<file path="config.mk">
export PLATFORM = sky130hd
export DESIGN_NAME = addr_tenure_tracker
export DESIGN_NICKNAME = d
export VERILOG_FILES = /design/src/rtl/att_pkg.sv /design/src/rtl/att_fsm.sv /design/src/rtl/att_retry_hold.sv /design/src/rtl/att_slave_cap.sv /design/src/rtl/addr_tenure_tracker.sv
export SDC_FILE = /design/constraint.sdc
export NUM_CORES = 1
export LEC_CHECK = 0
export ABC_AREA = 0
export BUFFER_PORTS_ARGS = -buffer_cell sky130_fd_sc_hd__buf_4
export CORE_AREA = 2 2 39 41
export CTS_CLUSTER_DIAMETER = 30
export CTS_CLUSTER_SIZE = 30
export DETAILED_ROUTE_END_ITERATION = 7
export DIE_AREA = 0 0 41 43
export GPL_TIMING_DRIVEN = 0
export HOLD_SLACK_MARGIN = 0.02
export PLACE_DENSITY = 0.76
export SLEW_MARGIN = 20
export SYNTH_ARGS = -nofsm -noshare
export SYNTH_HDL_FRONTEND = slang
export SYNTH_SLANG_ARGS = --single-unit
</file>
<file path="constraint.sdc">
create_clock -name clk_i -period 2.25 [get_ports clk_i]
set_input_delay 0.3375 -clock clk_i [delete_from_list [all_inputs] [get_ports clk_i]]
set_output_delay 0.3375 -clock clk_i [all_outputs]
set_load 0.01 [all_outputs]
</file>
<file path="src/rtl/att_pkg.sv">
package att_pkg;
  typedef enum logic [1:0] {
    ST_IDLE = 2'd0,
    ST_WAIT = 2'd1,
    ST_RWIN = 2'd2,
    ST_DROP = 2'd3
  } tenure_st_e;
endpackage

</file>
<file path="src/rtl/att_fsm.sv">
module att_fsm
  import att_pkg::*;
(
  input  logic       clk_i,
  input  logic       rst_ni,
  input  logic       ts_i,
  input  logic       aack_i,
  input  logic       artry_i,
  output tenure_st_e state_o,
  output logic       done_o,
  output logic       abort_o,
  output logic       proto_err_o
);
  tenure_st_e state_q, state_d;
  logic done_q, abort_q, perr_q;

  always_comb begin
    state_d = state_q;
    unique case (state_q)
      ST_IDLE: if (ts_i)   state_d = ST_WAIT;
      ST_WAIT: if (aack_i) state_d = ST_RWIN;
      ST_RWIN: state_d = artry_i ? ST_DROP : ST_IDLE;
      ST_DROP: state_d = ST_IDLE;
      default: state_d = ST_IDLE;
    endcase
  end

  always_ff @(posedge clk_i or negedge rst_ni) begin
    if (!rst_ni) begin
      state_q <= ST_IDLE;
      done_q  <= 1'b0;
      abort_q <= 1'b0;
      perr_q  <= 1'b0;
    end else begin
      state_q <= state_d;
      done_q  <= (state_q == ST_RWIN) && !artry_i;
      abort_q <= (state_q == ST_RWIN) && artry_i;
      perr_q  <= ts_i && (state_q != ST_IDLE);
    end
  end

  assign state_o     = state_q;
  assign done_o      = done_q;
  assign abort_o     = abort_q;
  assign proto_err_o = perr_q;

  a_r3_win_after_ack: assert property (@(posedge clk_i) disable iff (!rst_ni)
    (state_q == ST_WAIT && aack_i) |=> (state_q == ST_RWIN));
  a_r4_done_clean: assert property (@(posedge clk_i) disable iff (!rst_ni)
    (state_q == ST_RWIN && !artry_i) |=> (done_o && state_q == ST_IDLE));
  a_r5_abort_drop: assert property (@(posedge clk_i) disable iff (!rst_ni)
    (state_q == ST_RWIN && artry_i) |=> (abort_o && state_q == ST_DROP));
  a_r5_drop_one: assert property (@(posedge clk_i) disable iff (!rst_ni)
    (state_q == ST_DROP) |=> (state_q == ST_IDLE));
  a_r4_flags_excl: assert property (@(posedge clk_i) disable iff (!rst_ni)
    $onehot0({done_o, abort_o}));
endmodule

</file>
<file path="src/rtl/att_retry_hold.sv">
module att_retry_hold
  import att_pkg::*;
(
  input  logic       clk_i,
  input  logic       rst_ni,
  input  tenure_st_e state_i,
  input  logic       artry_i,
  input  logic       local_retry_i,
  output logic       hold_err_o,
  output logic       local_retried_o
);
  logic seen_q, herr_q, lret_q;

  always_ff @(posedge clk_i or negedge rst_ni) begin
    if (!rst_ni) begin
      seen_q <= 1'b0;
      herr_q <= 1'b0;
      lret_q <= 1'b0;
    end else begin
      // early retry memory, cleared when no tenure is open
      if (state_i == ST_WAIT) seen_q <= seen_q | artry_i;
      else if (state_i == ST_IDLE) seen_q <= 1'b0;
      herr_q <= (state_i == ST_RWIN) && seen_q && !artry_i;
      if (state_i == ST_RWIN) lret_q <= local_retry_i;
    end
  end

  assign hold_err_o      = herr_q;
  assign local_retried_o = lret_q;

  a_r8_err_only_after_win: assert property (@(posedge clk_i) disable iff (!rst_ni)
    hold_err_o |-> $past(state_i == ST_RWIN && !artry_i));
endmodule

</file>
<file path="src/rtl/att_slave_cap.sv">
module att_slave_cap #(
  parameter int ID_W = 4
) (
  input  logic            clk_i,
  input  logic            rst_ni,
  input  logic            take_i,
  input  logic [ID_W-1:0] id_i,
  output logic [ID_W-1:0] id_o
);
  logic [ID_W-1:0] id_q;

  always_ff @(posedge clk_i or negedge rst_ni) begin
    if (!rst_ni)     id_q <= '0;
    else if (take_i) id_q <= id_i;
  end

  assign id_o = id_q;

  a_r9_hold: assert property (@(posedge clk_i) disable iff (!rst_ni)
    !take_i |=> $stable(id_o));
endmodule

</file>
<file path="src/rtl/addr_tenure_tracker.sv">
module addr_tenure_tracker
  import att_pkg::*;
#(
  parameter int ID_W = 4
) (
  input  logic            clk_i,
  input  logic            rst_ni,
  input  logic            ts_i,
  input  logic            aack_i,
  input  logic [ID_W-1:0] ack_id_i,
  input  logic            artry_i,
  input  logic            local_retry_i,
  input  logic            local_req_i,
  output logic            local_req_o,
  output logic            start_ok_o,
  output logic            retry_win_o,
  output logic            drop_win_o,
  output logic            done_o,
  output logic            abort_o,
  output logic            proto_err_o,
  output logic            hold_err_o,
  output logic [ID_W-1:0] slave_id_o
);
  tenure_st_e state;
  logic       local_retried;

  att_fsm u_fsm (
    .clk_i       (clk_i),
    .rst_ni      (rst_ni),
    .ts_i        (ts_i),
    .aack_i      (aack_i),
    .artry_i     (artry_i),
    .state_o     (state),
    .done_o      (done_o),
    .abort_o     (abort_o),
    .proto_err_o (proto_err_o)
  );

  att_retry_hold u_hold (
    .clk_i           (clk_i),
    .rst_ni          (rst_ni),
    .state_i         (state),
    .artry_i         (artry_i),
    .local_retry_i   (local_retry_i),
    .hold_err_o      (hold_err_o),
    .local_retried_o (local_retried)
  );

  att_slave_cap #(.ID_W(ID_W)) u_slave (
    .clk_i  (clk_i),
    .rst_ni (rst_ni),
    .take_i (state == ST_WAIT && aack_i),
    .id_i   (ack_id_i),
    .id_o   (slave_id_o)
  );

  assign start_ok_o  = (state == ST_IDLE);
  assign retry_win_o = (state == ST_RWIN);
  assign drop_win_o  = (state == ST_DROP);
  assign local_req_o = local_req_i && !(drop_win_o && !local_retried);

  a_r6_drop_gate: assert property (@(posedge clk_i) disable iff (!rst_ni)
    (retry_win_o && artry_i && !local_retry_i) |=> !local_req_o);
  a_r7_err_on_busy_ts: assert property (@(posedge clk_i) disable iff (!rst_ni)
    (ts_i && !start_ok_o) |=> proto_err_o);
  a_r2_open: assert property (@(posedge clk_i) disable iff (!rst_ni)
    (ts_i && start_ok_o) |=> !start_ok_o);
  a_r9_capture: assert property (@(posedge clk_i) disable iff (!rst_ni)
    (state == ST_WAIT && aack_i) |=> (slave_id_o == $past(ack_id_i)));
endmodule

</file>
==> results of run 1 <==
==> per-stage QoR <==
| stage | instances | total power [mW] | util, % |
|---|---|---|---|
| after floorplan | 37 | 0.623 | - |
| after global placement | 75 | 0.782 | 50.9 |
| after detailed placement | 75 | 0.795 | 50.9 |
| after CTS | 79 | 0.925 | 53.3 |
| after global routing | 79 | 0.974 | 53.3 |
| final | 79 | 0.911 | 53.3 |
==> placed cells by master (no fill, tap or decap) <==
master	synthesis	layout
nor2b_4	1	1
nor3b_1	1	1
nor2_1	2	2
o21ai_0	1	1
buf_6	2	2
nand2b_1	2	2
and2_1	2	2
nand3b_4	1	1
mux2i_1	1	1
inv_1	2	2
mux2_2	1	1
dlygate4sd3_1	0	1
a21oi_1	1	1
buf_4	0	22
clkbuf_4	0	3
a21boi_0	1	1
dfrtp_1	12	12
nor2b_1	1	1
nand2_1	1	1
o22ai_1	1	1
mux2_4	4	4
==> cell type report <==
class                      count  share of cell area, %
buffer                         2                   3.06
clock buffer                   3                   3.06
multi-input combinational     21                   25.6
tap                           16                   2.72
timing repair buffer          23                   23.8
inverter                       2                   1.02
sequential                    12                   40.7
==> registers in the layout (all words and copies together) (netlist names) <==
| register | cells |
|---|---|
| u_hold.seen_q | 1 |
| u_hold.hold_err_o | 1 |
| u_fsm.abort_o | 1 |
| u_fsm.proto_err_o | 1 |
| u_hold.local_retried_o | 1 |
| u_fsm.state_o | 2 |
| u_slave.id_o | 4 |
| u_fsm.done_o | 1 |
==> cell families (layout without fill, tap and decap cells) <==
family | Yosys count | count (layout) | share of synthesized area (%)
AOI/OAI and AO/OA | 4 | 4 | 4.58
buffers and inverters | 4 | 30 | 5.78
DFF | 12 | 12 | 57.8
muxes | 6 | 6 | 15.7
and+or+nand+nor | 11 | 11 | 16.1
==> path summary, 6_finish.rpt <==
check / end / slack [ns]
setup / recovery: local_req_o / 0.59
hold / removal: u_fsm.done_o / 0.27
setup reg to reg: u_slave.id_o[0] / 1.11
hold reg to reg: u_hold.hold_err_o / 0.48
max in group asynchronous: u_fsm.done_o / 1.63
min in group asynchronous: u_fsm.state_o[0] / 0.46
==> timing repair <==
item                                    CTS  global route
hold buffers                              1             0
endpoints found under the hold margin    12             0
endpoints found under the setup margin    0             0
==> layer usage <==
metal	GRT usage, %	up-vias
li1	-	176
met1	13.2	172
met2	19.7	17
met3	2.09	4
met4	14.0	0
met5	0	-
==> report_power, final <==
group	leakage, nW	switching [mW]	internal, mW
Sequential	0.151	0.0380	0.301
Clock	0.0138	0.0628	0.0618
Combinational	0.226	0.183	0.264
Total	0.390	0.284	0.627
==> metrics, run 1 <==
status=finished, final reports clean; WL/cell=11.8 µm; Worst path top cell family by delay=flip-flops; WP data arrival=1.32 ns; number of buffers created by CTS=3; CTS tree=built; Die Y=approximately 43 µm; Min Hold Slack=between 0.2 and 0.3 ns; H-tree levels=1; Max Clock Skew=approximately 0.0053 ns; Hold Violations, Final=0; top-count cell post-synth=dfrtp_1; setup ws final=~0.59 ns; FP Rows=14; Slowest Stage Delay on Critical Path=about 0.38 ns; DRT Pass-1 Iters=2; post-synth top area share=57.8%; Metal-1 WL=around 360 µm; met2 WL post-DR=474 µm; EDFF count, synth=0; Leak=roughly 0.39 nW; die area=about 0.0018 mm²; diode count=0; Initial DRC Count=1; fillers=129; Place WS=~0.88 ns; Hold/Removal Path Class=in -> reg; num ports=23; drt via density=around 4.7; top_reg_cell synth=dfrtp_1; synthesis warning total=0; Synth async-reset ratio=between 90% and 100%; first-pass GRT wire length=approximately 1400 µm; clk slew on worst S/H paths=about 0.070 ns; Top Metal Used=met4; Hold Path Depth=2; Initial Utilization=a little under two fifths; Placement Cell Area=slightly above 700 µm²; Final Max Tran Viols=0; Crit Path Class=reg -> out; Avg Inst Size Synth=14.0 µm²; top cells by count, synth=dfrtp_1, mux2_4; Final nets=76; number of synthesized register bits=12; total power per unit cell area=~1200 mW/mm²; clock sinks=12; hold_sp=artry_i; area of the multi-input gates=between 150 and 200 µm²; Critical Path RT=about 1.9 ns; CTS root buf=clkbuf_4; DRT antenna net count=0; slowest CP cell=dfrtp_1; Residual DRC=0; setup TNS=0 ns; largest net degree at the start of global routing=13; P&R area growth vs syn=41.9%; initial antenna violation count=0; Die X=between 40 and 50 µm; layout cell share with drive strength beyond 1=between 50% and 60%; headroom to the max-slew limit=~85%; maximum vdd drop=roughly 0.51 mV; metal3 WL=just over 50 µm; final cycle utilization of the critical path=73.9%; vias in the first global route=approximately 370; gp weighted congestion=roughly 0.76; PortBufs=22; RSZ-0062 raised after global routing=false; reg2reg start=u_fsm.state_o[1]; Max-Cap Viols=0; CTS resizes=0; Crit Path Max Fanout=9; CP Launch Type=flip-flop; setup violators final=0; FF-to-FF path depth=3; Worst Path Buf+Inv=2; Levels on crit path=4; final instance area=737 µm²; origin of the worst setup path=u_fsm.state_o[1]; fmax=about 600 MHz; GR Overflow Total=0; Synth area leader=dfrtp_1; Crit. End Element=output port; via count=369; placeable core area=around 0.0014 mm²; Mapped Cells=37; Seq/Total Area, Yosys=between 50 and 60%; GRT Overall Usage=between 10% and 20%; worst-path cell chain=buf_6 -> and2_1 -> a21boi_0 -> buf_4; clock insertion delay at the later pin of the skew report=0.26 ns; Syn Nets=48; CTS Buffer Depth=2; largest cells by area after synthesis=dfrtp_1, mux2_4, buf_6, nand3b_4, nor2b_4; Slew @ Worst Pin=roughly 0.22 ns; Setup Buffers After CTS=0; WL final=~930 µm; Post-DP HPWL=roughly 710 µm; Netlist Area Pre-Place=519 µm²; count of different cell masters after synthesis=18; fin crit period=1.66 ns; Register Area=between 300 and 400 µm²
No activity file was read; power rests on OpenSTA's default activity.
==> run 2: changes to the inputs <==
Clock period 2.25 ns to 1.6 ns, I/O delays scaled along.
==> run 2 against run 1 <==
Final area stayed put. Critical endpoint unchanged. Cell count stayed put. Critical path type unchanged. Setup slack worse by 0.49 ns. Highest routed layer unchanged. Non-clock buffer count stayed put. Critical path depth stayed put.
==> metrics, run 2 (synthesized netlist as in run 1, its figures left out) <==
status=finished, final reports clean; Hold Violations, Final=0 (unchanged); Final nets=76 (unchanged); max reg flops=4 (unchanged); Critical Path RT=1.36 ns (-0.55 ns); total power per unit cell area=1740 mW/mm² (+41%); reg2reg start=u_fsm.state_o[1]; WL/cell=11.8 µm (+0.11%); setup violators final=0 (unchanged); DRT Pass-1 Iters=2 (unchanged); reg2reg end=u_slave.id_o[0]; clock insertion delay at the later pin of the skew report=0.26 ns (about the same); initial antenna violation count=0 (unchanged); DRT antenna net count=0 (unchanged); diode count=0 (unchanged); FP Rows=14 (unchanged); placeable core area=0.00138 mm² (unchanged); Crit Path Max Fanout=9 (unchanged); via count=369 (unchanged); Crit. End Element=output port; RSZ-0062 raised after global routing=false; Final Max Tran Viols=0 (unchanged); FF-to-FF path depth=3 (unchanged); fmax=666 MHz; Crit Path Class=reg -> out; final instance area=737 µm² (unchanged); Die X=41 µm (unchanged); setup TNS=0 ns (unchanged); CTS tree=built; WP data arrival=1.26 ns (-0.06 ns); clk slew on worst S/H paths=0.07 ns (about the same); CTS root buf=clkbuf_4; num ports=23 (unchanged); drt via density=4.67 (unchanged); Max Clock Skew=0.00534 ns (-0.0000000300 ns); CTS Buffer Depth=2 (unchanged); PortBufs=22 (unchanged); P&R area growth vs syn=41.9% (unchanged); slowest CP cell=dfrtp_1; Post-DP HPWL=712 µm (unchanged); hold_sp=artry_i; Initial DRC Count=1 (unchanged); commonest non-fill, non-tap cells in the layout=buf_4, dfrtp_1, mux2_4; GRT Overall Usage=12.9% (unchanged); WL final=933 µm (+0.11%); flop2flop setup slack=0.46 ns (-0.65 ns); Slew @ Worst Pin=0.219 ns (+0.00124 ns); CP Launch Type=flip-flop; clock sinks=12 (unchanged); largest net degree at the start of global routing=13 (unchanged); Max-Cap Viols=0 (unchanged); die area=0.00176 mm² (unchanged); gp weighted congestion=0.760 (unchanged); layout cell share with drive strength beyond 1=54.0% (unchanged); Placement Cell Area=704 µm² (unchanged); Leak=0.391 nW (+0.14%); sink of the worst hold path=u_fsm.done_o; Initial Utilization=37.5% (unchanged); fin crit period=1.50 ns; Final Util=53.3% (unchanged); number of buffers created by CTS=3 (unchanged); Residual DRC=0 (unchanged); Hold/Removal Path Class=in -> reg; Slowest Stage Delay on Critical Path=0.38 ns (about the same); most common cell after layout, fill and taps aside=buf_4; H-tree levels=1 (unchanged); maximum vdd drop=0.714 mV (+41%); worst-path cell chain=buf_6 -> and2_1 -> a21boi_1 -> buf_4; first-pass GRT wire length=1440 µm (unchanged); GR Overflow Total=0 (unchanged); Hold Path Depth=2 (unchanged); Die Y=43 µm (unchanged); vias in the first global route=368 (unchanged); headroom to the max-slew limit=85.3% (about the same); final cycle utilization of the critical path=93.9%
## run 2: cell type report
type                    instances  area, µm²
plain buffers                   2       22.5
clock buffers                   3       22.5
fillers                       129        647
inverters                       2       7.51
multi-input cells              21        189
flip-flops and latches         12        300
well taps                      16       20.0
repair buffers                 23        175
## run 2: worst max-delay path: cells and delay by family (launching register included)
family          cells  cell delay [ns]
simple gates        1             0.16
flops               1             0.38
compound gates      1             0.17
buf+inv             2             0.28
## run 2: what timing repair did
action,in CTS,in global routing
setup endpoints to repair,0,1
setup buffers,0,0
gates resized for setup,0,1
endpoints found under the hold margin,12,0
hold buffers,1,0
## run 2: worst max-delay path by stage
stage / from / endpoint / depth (start not counted)
6_report: u_fsm.state_o[1] / local_req_o / 4
5_1_grt: u_fsm.state_o[1] / local_req_o / 4
4_1_cts: u_fsm.state_o[1] / local_req_o / 4
3_5_place_dp: u_fsm.state_o[1] / local_req_o / 4
3_3_place_gp: u_fsm.state_o[1] / local_req_o / 4
2_1_floorplan: u_fsm.state_o[1] / local_req_o / 3
## run 2: layer usage
| metal | share of wire (%) | global-route usage (%) | vias up |
|---|---|---|---|
| met4 | 4.6 | 14.0 | 0 |
| met3 | 5.9 | 2.09 | 4 |
| met1 | 38 | 13.2 | 172 |
| met5 | 0 | 0 | - |
| li1 | - | - | 176 |
| met2 | 51 | 19.7 | 17 |
## run 2: where the power goes
| group | internal [mW] | switching [mW] | leakage, nW |
|---|---|---|---|
| logic | 0.372 | 0.258 | 0.226 |
| registers | 0.424 | 0.0534 | 0.151 |
| clock network | 0.0869 | 0.0883 | 0.0138 |
## run 2: through the flow
step	setup WS [ns]	power (mW)	cells	hold slack [ns]
2_1_floorplan	0.378	0.876	37	-0.0556
3_3_place_gp	0.416	1.10	75	0.0821
3_5_place_dp	0.326	1.12	75	0.0844
4_1_cts	0.0253	1.30	79	0.160
5_1_grt	0.0252	1.37	79	0.172
6_report	0.0974	1.28	79	0.171
